**src/rtl/irq_sig_pkg.sv**
```systemverilog
package irq_sig_pkg;

    // Level-line holding state
    typedef enum logic [0:0] {
        LN_LOW  = 1'b0,
        LN_HIGH = 1'b1
    } line_state_e;

    // Field width used to place each source inside the status word
    localparam int SRC_POS_W = 8;

endpackage

```
**src/rtl/irq_reg_decode.sv**
```systemverilog
module irq_reg_decode
    import irq_sig_pkg::*;
#(
    parameter int                        STAT_W     = 32,
    parameter int                        ADDR_W     = 8,
    parameter int                        NUM_SRC    = 2,
    parameter logic [NUM_SRC*SRC_POS_W-1:0] SRC_POS = 16'h0800,
    parameter logic [ADDR_W-1:0]         OFF_STATUS = 8'h24,
    parameter logic [ADDR_W-1:0]         OFF_RAISE  = 8'h60,
    parameter logic [ADDR_W-1:0]         OFF_LOWER  = 8'h64
) (
    input  logic [NUM_SRC-1:0] src_pulse,
    input  logic               reg_wr_en,
    input  logic [ADDR_W-1:0]  reg_addr,
    input  logic [STAT_W-1:0]  reg_wdata,
    input  logic [STAT_W-1:0]  status,
    output logic [STAT_W-1:0]  raise_mask,
    output logic [STAT_W-1:0]  lower_mask,
    output logic               raise_evt,
    output logic               lower_evt,
    output logic [STAT_W-1:0]  reg_rdata
);

    localparam logic [STAT_W-1:0] ONE  = {{(STAT_W-1){1'b0}}, 1'b1};
    localparam logic [STAT_W-1:0] ONES = {STAT_W{1'b1}};

    logic [STAT_W-1:0] src_bit [NUM_SRC];
    logic [STAT_W-1:0] hw_mask;
    logic              sw_raise;
    logic              sw_lower;

    // One placed bit per hardware source
    generate
        for (genvar g = 0; g < NUM_SRC; g++) begin : g_src
            assign src_bit[g] = src_pulse[g]
                              ? (ONE << SRC_POS[g*SRC_POS_W +: SRC_POS_W])
                              : '0;
        end
    endgenerate

    always_comb begin
        hw_mask = '0;
        for (int i = 0; i < NUM_SRC; i++) begin
            hw_mask = hw_mask | src_bit[i];
        end
    end

    assign sw_raise = reg_wr_en && (reg_addr == OFF_RAISE);
    assign sw_lower = reg_wr_en && (reg_addr == OFF_LOWER);

    // Hardware and software raises are merged before evaluation
    assign raise_mask = hw_mask | (sw_raise ? reg_wdata : '0);
    assign lower_mask = sw_lower ? reg_wdata : '0;
    assign raise_evt  = sw_raise || (|src_pulse);
    assign lower_evt  = sw_lower;

    assign reg_rdata = (reg_addr == OFF_STATUS) ? status : ONES;

endmodule

```
**src/rtl/irq_status_store.sv**
```systemverilog
module irq_status_store #(
    parameter int STAT_W = 32
) (
    input  logic              clk,
    input  logic              rst_n,
    input  logic [STAT_W-1:0] raise_mask,
    input  logic [STAT_W-1:0] lower_mask,
    output logic [STAT_W-1:0] status,
    output logic [STAT_W-1:0] status_next
);

    // Raise applies first, then the clear
    assign status_next = (status | raise_mask) & ~lower_mask;

    always_ff @(posedge clk or negedge rst_n) begin
        if (!rst_n) begin
            status <= '0;
        end else begin
            status <= status_next;
        end
    end

    // every raised bit not cleared in the same cycle is present afterwards
    assert_raise_sets_R3: assert property (@(posedge clk) disable iff (!rst_n)
        (raise_mask != '0) |=>
        ((status & ($past(raise_mask) & ~$past(lower_mask)))
            == ($past(raise_mask) & ~$past(lower_mask))));

    // acknowledged bits are gone in the following cycle
    assert_lower_clears_R4: assert property (@(posedge clk) disable iff (!rst_n)
        (lower_mask != '0) |=> ((status & $past(lower_mask)) == '0));

    // Sticky: no bit disappears without an acknowledge
    assert_sticky_R4: assert property (@(posedge clk) disable iff (!rst_n)
        (lower_mask == '0) |=> ((status & $past(status)) == $past(status)));

endmodule

```
**src/rtl/irq_delivery.sv**
```systemverilog
module irq_delivery
    import irq_sig_pkg::*;
#(
    parameter int STAT_W = 32
) (
    input  logic              clk,
    input  logic              rst_n,
    input  logic              msi_en,
    input  logic              raise_evt,
    input  logic              lower_evt,
    input  logic [STAT_W-1:0] status_next,
    input  logic [STAT_W-1:0] status,
    output logic              irq_line,
    output logic              msi_pulse
);

    line_state_e state_q;
    line_state_e state_d;
    logic        nz_next;
    logic        pulse_d;

    assign nz_next = |status_next;

    always_comb begin
        state_d = state_q;
        unique case (state_q)
            LN_LOW: begin
                if (raise_evt && nz_next && !msi_en) begin
                    state_d = LN_HIGH;      // ASSERT
                end
            end
            LN_HIGH: begin
                if (lower_evt && !nz_next && !msi_en) begin
                    state_d = LN_LOW;       // RELEASE
                end
            end
            default: state_d = LN_LOW;
        endcase
    end

    assign pulse_d = raise_evt && nz_next && msi_en;

    // State register
    always_ff @(posedge clk or negedge rst_n) begin
        if (!rst_n) begin
            state_q   <= LN_LOW;
            msi_pulse <= 1'b0;
        end else begin
            state_q   <= state_d;
            msi_pulse <= pulse_d;
        end
    end

    // Outputs
    always_comb begin
        irq_line = (state_q == LN_HIGH);
    end

    // the line only rises with a nonzero status
    assert_line_rise_R6: assert property (@(posedge clk) disable iff (!rst_n)
        $rose(irq_line) |-> (status != '0));

    // the line only falls with an empty status and level mode selected
    assert_line_fall_R7: assert property (@(posedge clk) disable iff (!rst_n)
        $fell(irq_line) |-> ((status == '0) && !$past(msi_en) && $past(lower_evt)));

    // a pulse follows a raise in message mode and finds a nonzero status
    assert_pulse_cause_R8: assert property (@(posedge clk) disable iff (!rst_n)
        msi_pulse |-> ($past(msi_en) && $past(raise_evt) && (status != '0)));

    // a raise that leaves nothing set produces no pulse
    assert_no_empty_pulse_R12: assert property (@(posedge clk) disable iff (!rst_n)
        (raise_evt && (status_next == '0)) |=> !msi_pulse);

endmodule

```
**src/rtl/irq_signal_unit.sv**
```systemverilog
module irq_signal_unit
    import irq_sig_pkg::*;
#(
    parameter int                           STAT_W     = 32,
    parameter int                           ADDR_W     = 8,
    parameter int                           NUM_SRC    = 2,
    parameter logic [NUM_SRC*SRC_POS_W-1:0] SRC_POS    = 16'h0800,
    parameter logic [ADDR_W-1:0]            OFF_STATUS = 8'h24,
    parameter logic [ADDR_W-1:0]            OFF_RAISE  = 8'h60,
    parameter logic [ADDR_W-1:0]            OFF_LOWER  = 8'h64
) (
    input  logic               clk,
    input  logic               rst_n,
    input  logic               msi_en,
    input  logic [NUM_SRC-1:0] src_pulse,
    input  logic               reg_wr_en,
    input  logic [ADDR_W-1:0]  reg_addr,
    input  logic [STAT_W-1:0]  reg_wdata,
    output logic [STAT_W-1:0]  reg_rdata,
    output logic               irq_line,
    output logic               msi_pulse
);

    logic [STAT_W-1:0] raise_mask;
    logic [STAT_W-1:0] lower_mask;
    logic              raise_evt;
    logic              lower_evt;
    logic [STAT_W-1:0] status;
    logic [STAT_W-1:0] status_next;

    irq_reg_decode #(
        .STAT_W     (STAT_W),
        .ADDR_W     (ADDR_W),
        .NUM_SRC    (NUM_SRC),
        .SRC_POS    (SRC_POS),
        .OFF_STATUS (OFF_STATUS),
        .OFF_RAISE  (OFF_RAISE),
        .OFF_LOWER  (OFF_LOWER)
    ) u_decode (
        .src_pulse  (src_pulse),
        .reg_wr_en  (reg_wr_en),
        .reg_addr   (reg_addr),
        .reg_wdata  (reg_wdata),
        .status     (status),
        .raise_mask (raise_mask),
        .lower_mask (lower_mask),
        .raise_evt  (raise_evt),
        .lower_evt  (lower_evt),
        .reg_rdata  (reg_rdata)
    );

    irq_status_store #(
        .STAT_W (STAT_W)
    ) u_store (
        .clk         (clk),
        .rst_n       (rst_n),
        .raise_mask  (raise_mask),
        .lower_mask  (lower_mask),
        .status      (status),
        .status_next (status_next)
    );

    irq_delivery #(
        .STAT_W (STAT_W)
    ) u_deliver (
        .clk         (clk),
        .rst_n       (rst_n),
        .msi_en      (msi_en),
        .raise_evt   (raise_evt),
        .lower_evt   (lower_evt),
        .status_next (status_next),
        .status      (status),
        .irq_line    (irq_line),
        .msi_pulse   (msi_pulse)
    );

endmodule

```
**config.mk**
```make
export PLATFORM = sky130hd
export DESIGN_NAME = irq_signal_unit
export DESIGN_NICKNAME = d
export VERILOG_FILES = /design/src/rtl/irq_sig_pkg.sv /design/src/rtl/irq_reg_decode.sv /design/src/rtl/irq_status_store.sv /design/src/rtl/irq_delivery.sv /design/src/rtl/irq_signal_unit.sv
export SDC_FILE = /design/constraint.sdc
export NUM_CORES = 1
export LEC_CHECK = 0
export ABC_CLOCK_PERIOD_IN_PS = 3100
export CAP_MARGIN = 20
export CORE_MARGIN = 4
export CORE_UTILIZATION = 45
export DETAILED_ROUTE_END_ITERATION = 6
export GPL_TIMING_DRIVEN = 0
export PLACE_DENSITY = 0.76
export SLEW_MARGIN = 40
export SYNTH_ARGS = -nofsm -noshare
export SYNTH_HDL_FRONTEND = slang
export SYNTH_SLANG_ARGS = --single-unit
```
**constraint.sdc**
```tcl
create_clock -name clk -period 3.1 [get_ports clk]
set_input_delay 0.31 -clock clk [delete_from_list [all_inputs] [get_ports clk]]
set_output_delay 0.31 -clock clk [all_outputs]
set_load 0.005 [all_outputs]
```
* Yosys cells after proc, flatten, opt, wreduce, memory -nomap -nowiden
Cells that the tools add are included.
Cells by class: reduce and logical (&&, ||, !) cells 12, mux-type cells 8, bitwise logic cells 6, eq/ne operators 3
Operators by type and width (number):
- 32-bit two-way mux | 3
- 32-bit OR | 3
- 32-bit bitwise AND | 1
- 32-bit NOT | 1
- 32-bit OR reduction | 1
- 8-bit by 7-bit == test with 1-bit output (second input constant) | 2
- 9-bit two-way mux | 1
- 8-bit by 6-bit == test with 1-bit output (second input constant) | 1
- 1-bit logical AND | 7
- 1-bit two-way mux | 3
- 1-bit logical NOT | 2
- 1-bit one-hot mux with 2 select lines | 1
- 2-bit OR reduction | 1
- 1-bit logical OR | 1
- 1-bit NOT | 1
Storage, ports and cells: output and inout port bits 34, flip-flop bits (word level) 34, input bits 46

* Logic depth before layout (Yosys ltp)
Gate-level depths: netlist of run 1.
depth in word-level cells 12, depth in mapped cells 10, gate-level depth less buffers 7

* Hierarchy
From an unflattened synthesis of run 1, not the netlist that was laid out.
Second synthesis, totals: cells, all modules 247, area total of the unflattened synthesis 2501.1 um2
By module, submodules not included:
- irq_reg_decode | sequential area each 0.0 um2, area an instance 1229.9 um2, cells an instance 164, times used 1
- irq_status_store | sequential area each 800.8 um2, area an instance 1121.1 um2, cells an instance 64, times used 1
- irq_delivery | sequential area each 50.0 um2, area an instance 150.1 um2, cells an instance 19, times used 1

* Worst setup path after synthesis of run 1
No wires, ideal clock.
path type input -> register, start point in reg_addr[7], end point reg u_deliver.state_q, in the netlist u_deliver.irq_line, slack 408 ps, path buffers 3, arrival time 2572 ps, cell stages on the path 10, library setup time 120 ps, cell sequence or4b_1 > buf_2 > or4_4 > buf_6 > buf_6 > o32ai_1 > nand4_1 > nor4_2 > a32oi_1 > o211a_1
Between the ends: longest elaborated chain between the ends 12, elaborated cells on any way between the ends 20, classes of those cells eq/ne (2); mux (5); bitwise (4); reduce/logical (9)
RTL lines:
- start, declared | RTL line irq_signal_unit.sv:17 | input logic [ADDR_W-1:0] reg_addr,
- 8-bit by 7-bit == test with 1-bit output | RTL line irq_reg_decode.sv:48 | assign sw_raise = reg_wr_en && (reg_addr == OFF_RAISE);
- 1-bit logical AND | RTL line irq_reg_decode.sv:48
- 32-bit two-way mux | RTL line irq_reg_decode.sv:52 | assign raise_mask = hw_mask | (sw_raise ? reg_wdata : '0);
- 32-bit OR | RTL line irq_reg_decode.sv:52
- 32-bit OR | RTL line irq_status_store.sv:13 | assign status_next = (status | raise_mask) & ~lower_mask;
- 32-bit bitwise AND | RTL line irq_status_store.sv:13
- 32-bit OR reduction | RTL line irq_delivery.sv:22 | assign nz_next = |status_next;
- 1-bit logical NOT | RTL line irq_delivery.sv:33 | if (lower_evt && !nz_next && !msi_en) begin
- 1-bit logical AND (2 in a row) | RTL line irq_delivery.sv:33
- 1-bit two-way mux | RTL line irq_delivery.sv:33
- 1-bit one-hot mux with 2 select lines (*) | RTL line irq_delivery.sv:26 | unique case (state_q)
- via u_deliver.state_d | RTL line irq_delivery.sv:18 | line_state_e state_d;
- end signal, assigned | RTL line irq_delivery.sv:49 | state_q <= state_d;
- end, declared | RTL line irq_delivery.sv:17 | line_state_e state_q;
Mark *: on every way through the listed nets, which the timed path passes. The rest lies on a longest branch.

* Worst setup path in the final report of run 1
Ends and elaborated chain as after synthesis.

==> results of run 1 <==
-- worst paths after layout --
path	to	slack, ns	depth (start not counted)
min	u_store.status[9]$_DFF_PN0_	0.49	2
min in group clk	u_deliver.irq_line$_DFF_PN0_	0.49	3
max reg2reg	u_deliver.irq_line$_DFF_PN0_	1.30	5
max in group asynchronous	u_store.status[27]$_DFF_PN0_	2.15	3
max	u_deliver.irq_line$_DFF_PN0_	0.05	11
min reg2reg	u_store.status[10]$_DFF_PN0_	0.51	2
-- cell usage after synthesis --
library cell / n / share of area (%)
or4_4: 1 / 0.50
nand2_1: 68 / 11
buf_2: 1 / 0.22
buf_1: 3 / 0.50
a32oi_1: 1 / 0.39
or3_1: 3 / 0.83
dfrtp_1: 34 / 38
nor2_1: 16 / 2.7
o21ai_0: 10 / 2.2
a21oi_1: 6 / 1.3
or2_2: 5 / 1.4
o211a_1: 1 / 0.44
nor3_1: 2 / 0.44
a31oi_1: 2 / 0.55
o22ai_1: 1 / 0.28
a211oi_1: 4 / 1.3
o32ai_1: 10 / 3.9
a2111oi_0: 1 / 0.39
buf_6: 2 / 1.0
a22oi_1: 11 / 3.7
clkbuf_1: 12 / 2.0
inv_1: 31 / 5.1
nand3_1: 3 / 0.66
o32ai_2: 1 / 0.72
nand4_1: 1 / 0.28
nor4_1: 11 / 3.0
mux2i_1: 28 / 12
nand2b_1: 12 / 3.3
nor4_2: 2 / 1.1
or4b_1: 1 / 0.44
-- cells by family after synthesis --
| logic type | synth area share, % |
|---|---|
| buf+inv | 8.85 |
| mux | 12.4 |
| compound gates | 15.2 |
| flops | 37.6 |
| simple gates | 26.0 |
-- cells in the final DEF (no fill, tap or decap), drive strengths merged, types with 10 or more instances in the layout --
cell type / count
clkdlybuf4s50: 68
nand2: 68
dfrtp: 34
inv: 31
mux2i: 28
nor2: 16
buf: 16
clkbuf: 15
nor4: 13
nand2b: 12
a22oi: 11
o32ai: 11
o21ai: 10
-- sequential cells by signal, summed over array words and instances (netlist names) --
register             flops
u_deliver.irq_line       1
u_deliver.msi_pulse      1
u_store.status          32
-- metal layers --
layer | vias to the layer above | global-route usage [%] | wire length [microns]
met5 | - | 0 | 0
met4 | 0 | 7.39 | 131
met3 | 16 | 5.56 | 521
met2 | 102 | 38.5 | 3380
met1 | 1154 | 29.8 | 3030
li1 | 1163 | - | -
-- power by group through the flow --
stage          Combinational (mW)  Sequential [mW]  Clock, mW
2_1_floorplan              0.0634            0.482          0
3_3_place_gp                0.157            0.484          0
3_5_place_dp                0.165            0.485          0
4_1_cts                     0.168            0.476      0.424
5_1_grt                     0.189            0.479      0.440
6_report                    0.171            0.477      0.422
-- through the flow --
step                util, %  power, mW
global placement       65.3      0.642
global route           71.8       1.11
floorplan                 -      0.545
CTS                    69.8       1.07
finish                 71.8       1.07
detailed placement     65.8      0.649
-- final cells by class --
cell class,instances,share of cell area (%)
multi-input combinational,201,36.3
timing repair buffer,86,26.0
sequential,34,24.8
buffer,18,3.75
inverter,31,3.39
tap,67,2.44
clock buffer,5,2.00
clock inverter,3,1.31
-- repair_timing --
action,CTS,global route
setup buffers,1,5
gates resized for setup,15,22
gates cloned,0,0
setup endpoints to repair,30,30
endpoints found under the hold margin,16,0
pin swaps,1,3
hold buffers,1,0
==> run metrics, run 1 <==
critical path launch point type=primary input; Power Internal=0.790 mW; crit path capture type=flop; Slowest Stage Delay on Critical Path=0.52 ns; worst vdd ir=0.286 mV; slowest CP cell=or4b_1; mean area per synthesized cell=7.96 sq um; layout overhead on the synthesized area=52.0%; Pwr Density=311 nW/um^2; Mapped Cells=284; pre-CTS setup slack=-0.821 ns; vias in the first global route=2432; CTS max path bufs=2; RSZ-0062 raised after global routing=true; Die Y=78.9 microns; Max Cap Viol=0; CP Class=in2reg; number of synthesized register bits=34; PortBufs=78; status=complete, no violations; CP Cell Sequence=clkdlybuf4s50_1, or4b_1, buf_4, or4_4, buf_6, buf_6, o32ai_2, nand3_1, nor4_4, a32oi_1, o211a_1; share of layout cells above drive strength 1=10.3%; first-pass GRT wire length=11400 microns; WP data arrival=3.24 ns; Chip Width=78.9 microns; CP max FO=10; Clk pin slew, worst setup/hold paths=0.08 ns; LEAKAGE=1.55 nW; Min-Delay Path Class=in2async; Antenna Cells=0; final hold vios=0; Clk pwr share=39.4%; fin crit share=98.4%; Buffers & Inverters on Critical Path=4; CP startpoint=reg_addr[7]; TritonCTS clock tree=yes; DRT antenna net count=0; Max Clock Freq=0.328 GHz; post-DR wirelength/cell=15.9 microns; Least-Margin Pin Slew=0.600 ns; setup TNS=0 ns; core area=4790 sq um; fin cells=445; clock sinks=34; Via Count=2435; Psw=0.279 mW; crit-path most repeated cell=buf_6; initial core utilization=47.2%; sequential cell area fraction in the yosys report=37.6%; Clock Tree Root=clkbuf_8; detailed placement HPWL=5000 microns; delay-heaviest family, CP=simple AND/OR/NAND/NOR gates; post-route cell area=3440 sq um; FF+latch area=851 sq um; CTS Buf Count=5; Final Max Slew Viols=0; Final setup violation count=0; FP Rows=25; H-tree lvl count=2; area of the mapped netlist=2260 sq um; placed cell areas=3150 sq um; Tmin final=3.05 ns; TritonRoute pass-1 iters=5; routed wire length=7060 microns; GRT Residual Overflow=0; Initial DRC Count=141; Sw Share=26.1%; final hold slack=0.487 ns; full die area=6220 sq um; placed cells=430; Ys Warns=0; Worst Skew=0.00579 ns; DRC Markers=0; fill count=398; initial antenna violation count=0; Slew HR=60.0%; area of the multi-input gates=1250 sq um; library cells used by synthesis=30; overall routing resource usage=23.2%; combinational cell fraction of total power=16.0%; worst setup margin=0.0484 ns; IO Count=80; Crit path required time=3.29 ns; worst skew pair latency=0.29 ns; NumNets Final=423; Reg-to-Reg Start=u_store.status[9]$_DFF_PN0_; Final GP Congestion=0.920; Mapped Nets=330; drt via density=5.47; largest net degree at the start of global routing=19; sequential power share=44.6%
Note: power is estimated with default switching activity, not from simulation.
==> inputs of run 2 (changes only) <==
--- a/config.mk
+++ b/config.mk
@@ -8,10 +8,12 @@
 export ABC_CLOCK_PERIOD_IN_PS = 3100
 export CAP_MARGIN = 20
 export CORE_MARGIN = 4
-export CORE_UTILIZATION = 45
+export CORE_UTILIZATION = 47
+export CTS_BUF_LIST = sky130_fd_sc_hd__clkbuf_8
+export CTS_CLUSTER_SIZE = 25
 export DETAILED_ROUTE_END_ITERATION = 6
 export GPL_TIMING_DRIVEN = 0
-export PLACE_DENSITY = 0.76
+export PLACE_DENSITY = 0.79
 export SLEW_MARGIN = 40
 export SYNTH_ARGS = -nofsm -noshare
 export SYNTH_HDL_FRONTEND = slang
==> run 2 against run 1 <==
  * Clock skew down 0.0021 ns
  * Non-clock buffer count is 4 lower
  * Combinational power barely moved
  * Sequential power about the same
  * Core utilization up 3.0 points
  * Critical endpoint unchanged
  * Highest routed layer unchanged
==> run metrics, run 2 (synthesis gave the netlist of run 1 again) <==
initial core utilization=50.2%; detailed placement HPWL=5010 microns; share of layout cells above drive strength 1=8.82%; Biggest register=u_store.status; first-pass GRT wire length=11600 microns; Clk pin slew, worst setup/hold paths=0.07 ns; fin util=74.8%; TritonRoute pass-1 iters=5; DRC Markers=0; drt via density=5.67; FP Rows=24; PortBufs=78; NumNets Final=419; Final GP Congestion=0.928; most frequent cells in the layout=nand2_1 (67), clkdlybuf4s50_1 (66), dfrtp_1 (34), inv_1 (32), mux2i_1 (28); r2r endpoint=u_deliver.irq_line$_DFF_PN0_; Largest register FFs=32; CP Class=in2reg; full die area=5980 sq um; LEAKAGE=1.53 nW; routed wire length=7040 microns; fill count=369; CP max FO=10; Max Clock Freq=0.332 GHz; Die Y=77.4 microns; overall routing resource usage=24.4%; Tmin final=3.01 ns; vias in the first global route=2392; RSZ-0062 raised after global routing=true; Antenna Cells=0; Crit path required time=3.28 ns; critical path launch point type=primary input; worst vdd ir=0.181 mV; Clock Tree Root=clkbuf_8; status=complete, no violations; CTS max path bufs=2; core area=4500 sq um; Chip Width=77.4 microns; Pwr Density=294 nW/um^2; DRT antenna net count=0; final hold vios=0; Slew HR=62.2%; setup TNS=0 ns; Reg2Reg Depth=7; TritonCTS clock tree=yes; fin crit share=97.1%; CTS Buf Count=5; Initial DRC Count=191; Least-Margin Pin Slew=0.567 ns; Worst Skew=0.00370 ns; Min-Delay Path Class=in2async; initial antenna violation count=0; clock sinks=34; largest net degree at the start of global routing=23; Via Count=2414; Final Max Slew Viols=0; WP data arrival=3.19 ns; worst skew pair latency=0.29 ns; layout overhead on the synthesized area=49.1%; Final setup violation count=0; crit path capture type=flop; GRT Residual Overflow=0; H-tree lvl count=2; FF-to-FF setup slack=1.33 ns; Max Cap Viol=0; commonest non-fill, non-tap cell in the layout=nand2_1; IO Count=80; post-DR wirelength/cell=16.5 microns; Reg-to-Reg Start=u_store.status[24]$_DFF_PN0_
-- run 2: area by class of cell --
class                      instances  area (sq um)  share of cell area (%)
buffer                            18           124                    3.67
clock buffer                       6          82.6                    2.45
clock inverter                     2          8.76                   0.260
inverter                          31           116                    3.45
multi-input combinational        201          1250                    37.2
sequential                        34           851                    25.2
tap                               52          65.1                    1.93
timing repair buffer              82           868                    25.8
-- run 2: how the worst max path moves through the flow --
stage	startpoint	end	slack, ns	depth (start not counted)
2_1_floorplan	reg_addr[7]	u_deliver.irq_line$_DFF_PN0_	0.41	10
3_3_place_gp	reg_addr[7]	reg_rdata[29]	-0.83	11
3_5_place_dp	reg_addr[7]	reg_rdata[29]	-0.83	11
4_1_cts	reg_addr[7]	reg_rdata[11]	0.002	10
5_1_grt	reg_addr[7]	u_deliver.irq_line$_DFF_PN0_	-0.09	10
6_report	reg_addr[7]	u_deliver.irq_line$_DFF_PN0_	0.09	11
-- run 2: layer usage --
metal,up-vias,wire length [microns],GRT usage (%)
li1,1143,-,-
met1,1132,2920,31.7
met5,-,0,0
met2,124,3390,39.9
met4,0,127,8.01
met3,15,598,6.48
-- run 2: report_power, final --
group,switching (mW),internal [mW]
sequential,0.0142,0.463
clock,0.165,0.176
combinational,0.0836,0.0877
-- run 2: worst max-delay path, stage by stage --
cell and delay [ns]:
clkdlybuf4s50_1 0.39, or4b_1 0.51, buf_4 0.17, or4_4 0.51
buf_6 0.15, buf_6 0.15, o32ai_1 0.16, nand4_1 0.23
nor4_4 0.23, a32oi_1 0.14, o211a_1 0.23
-- run 2: what timing repair did --
action	CTS	global route
pin swaps	1	5
buffers inserted	1	1
setup endpoints to repair	30	30
hold endpoints to repair	12	0
gates resized for setup	13	26
cloned	0	0
hold buffers	1	0
-- run 2: stage by stage --
step / std cells / hold slack, ns / setup slack, ns / total power, mW / area (sq um)
3_3_place_gp: 414 / 0.491 / -0.833 / 0.642 / 3110
6_report: 426 / 0.457 / 0.0894 / 0.990 / 3370
2_1_floorplan: 284 / 0.0144 / 0.408 / 0.545 / 2260
3_5_place_dp: 415 / 0.236 / -0.826 / 0.649 / 3130
4_1_cts: 425 / 0.464 / 0.00159 / 0.992 / 3290
5_1_grt: 426 / 0.473 / -0.0866 / 1.04 / 3370
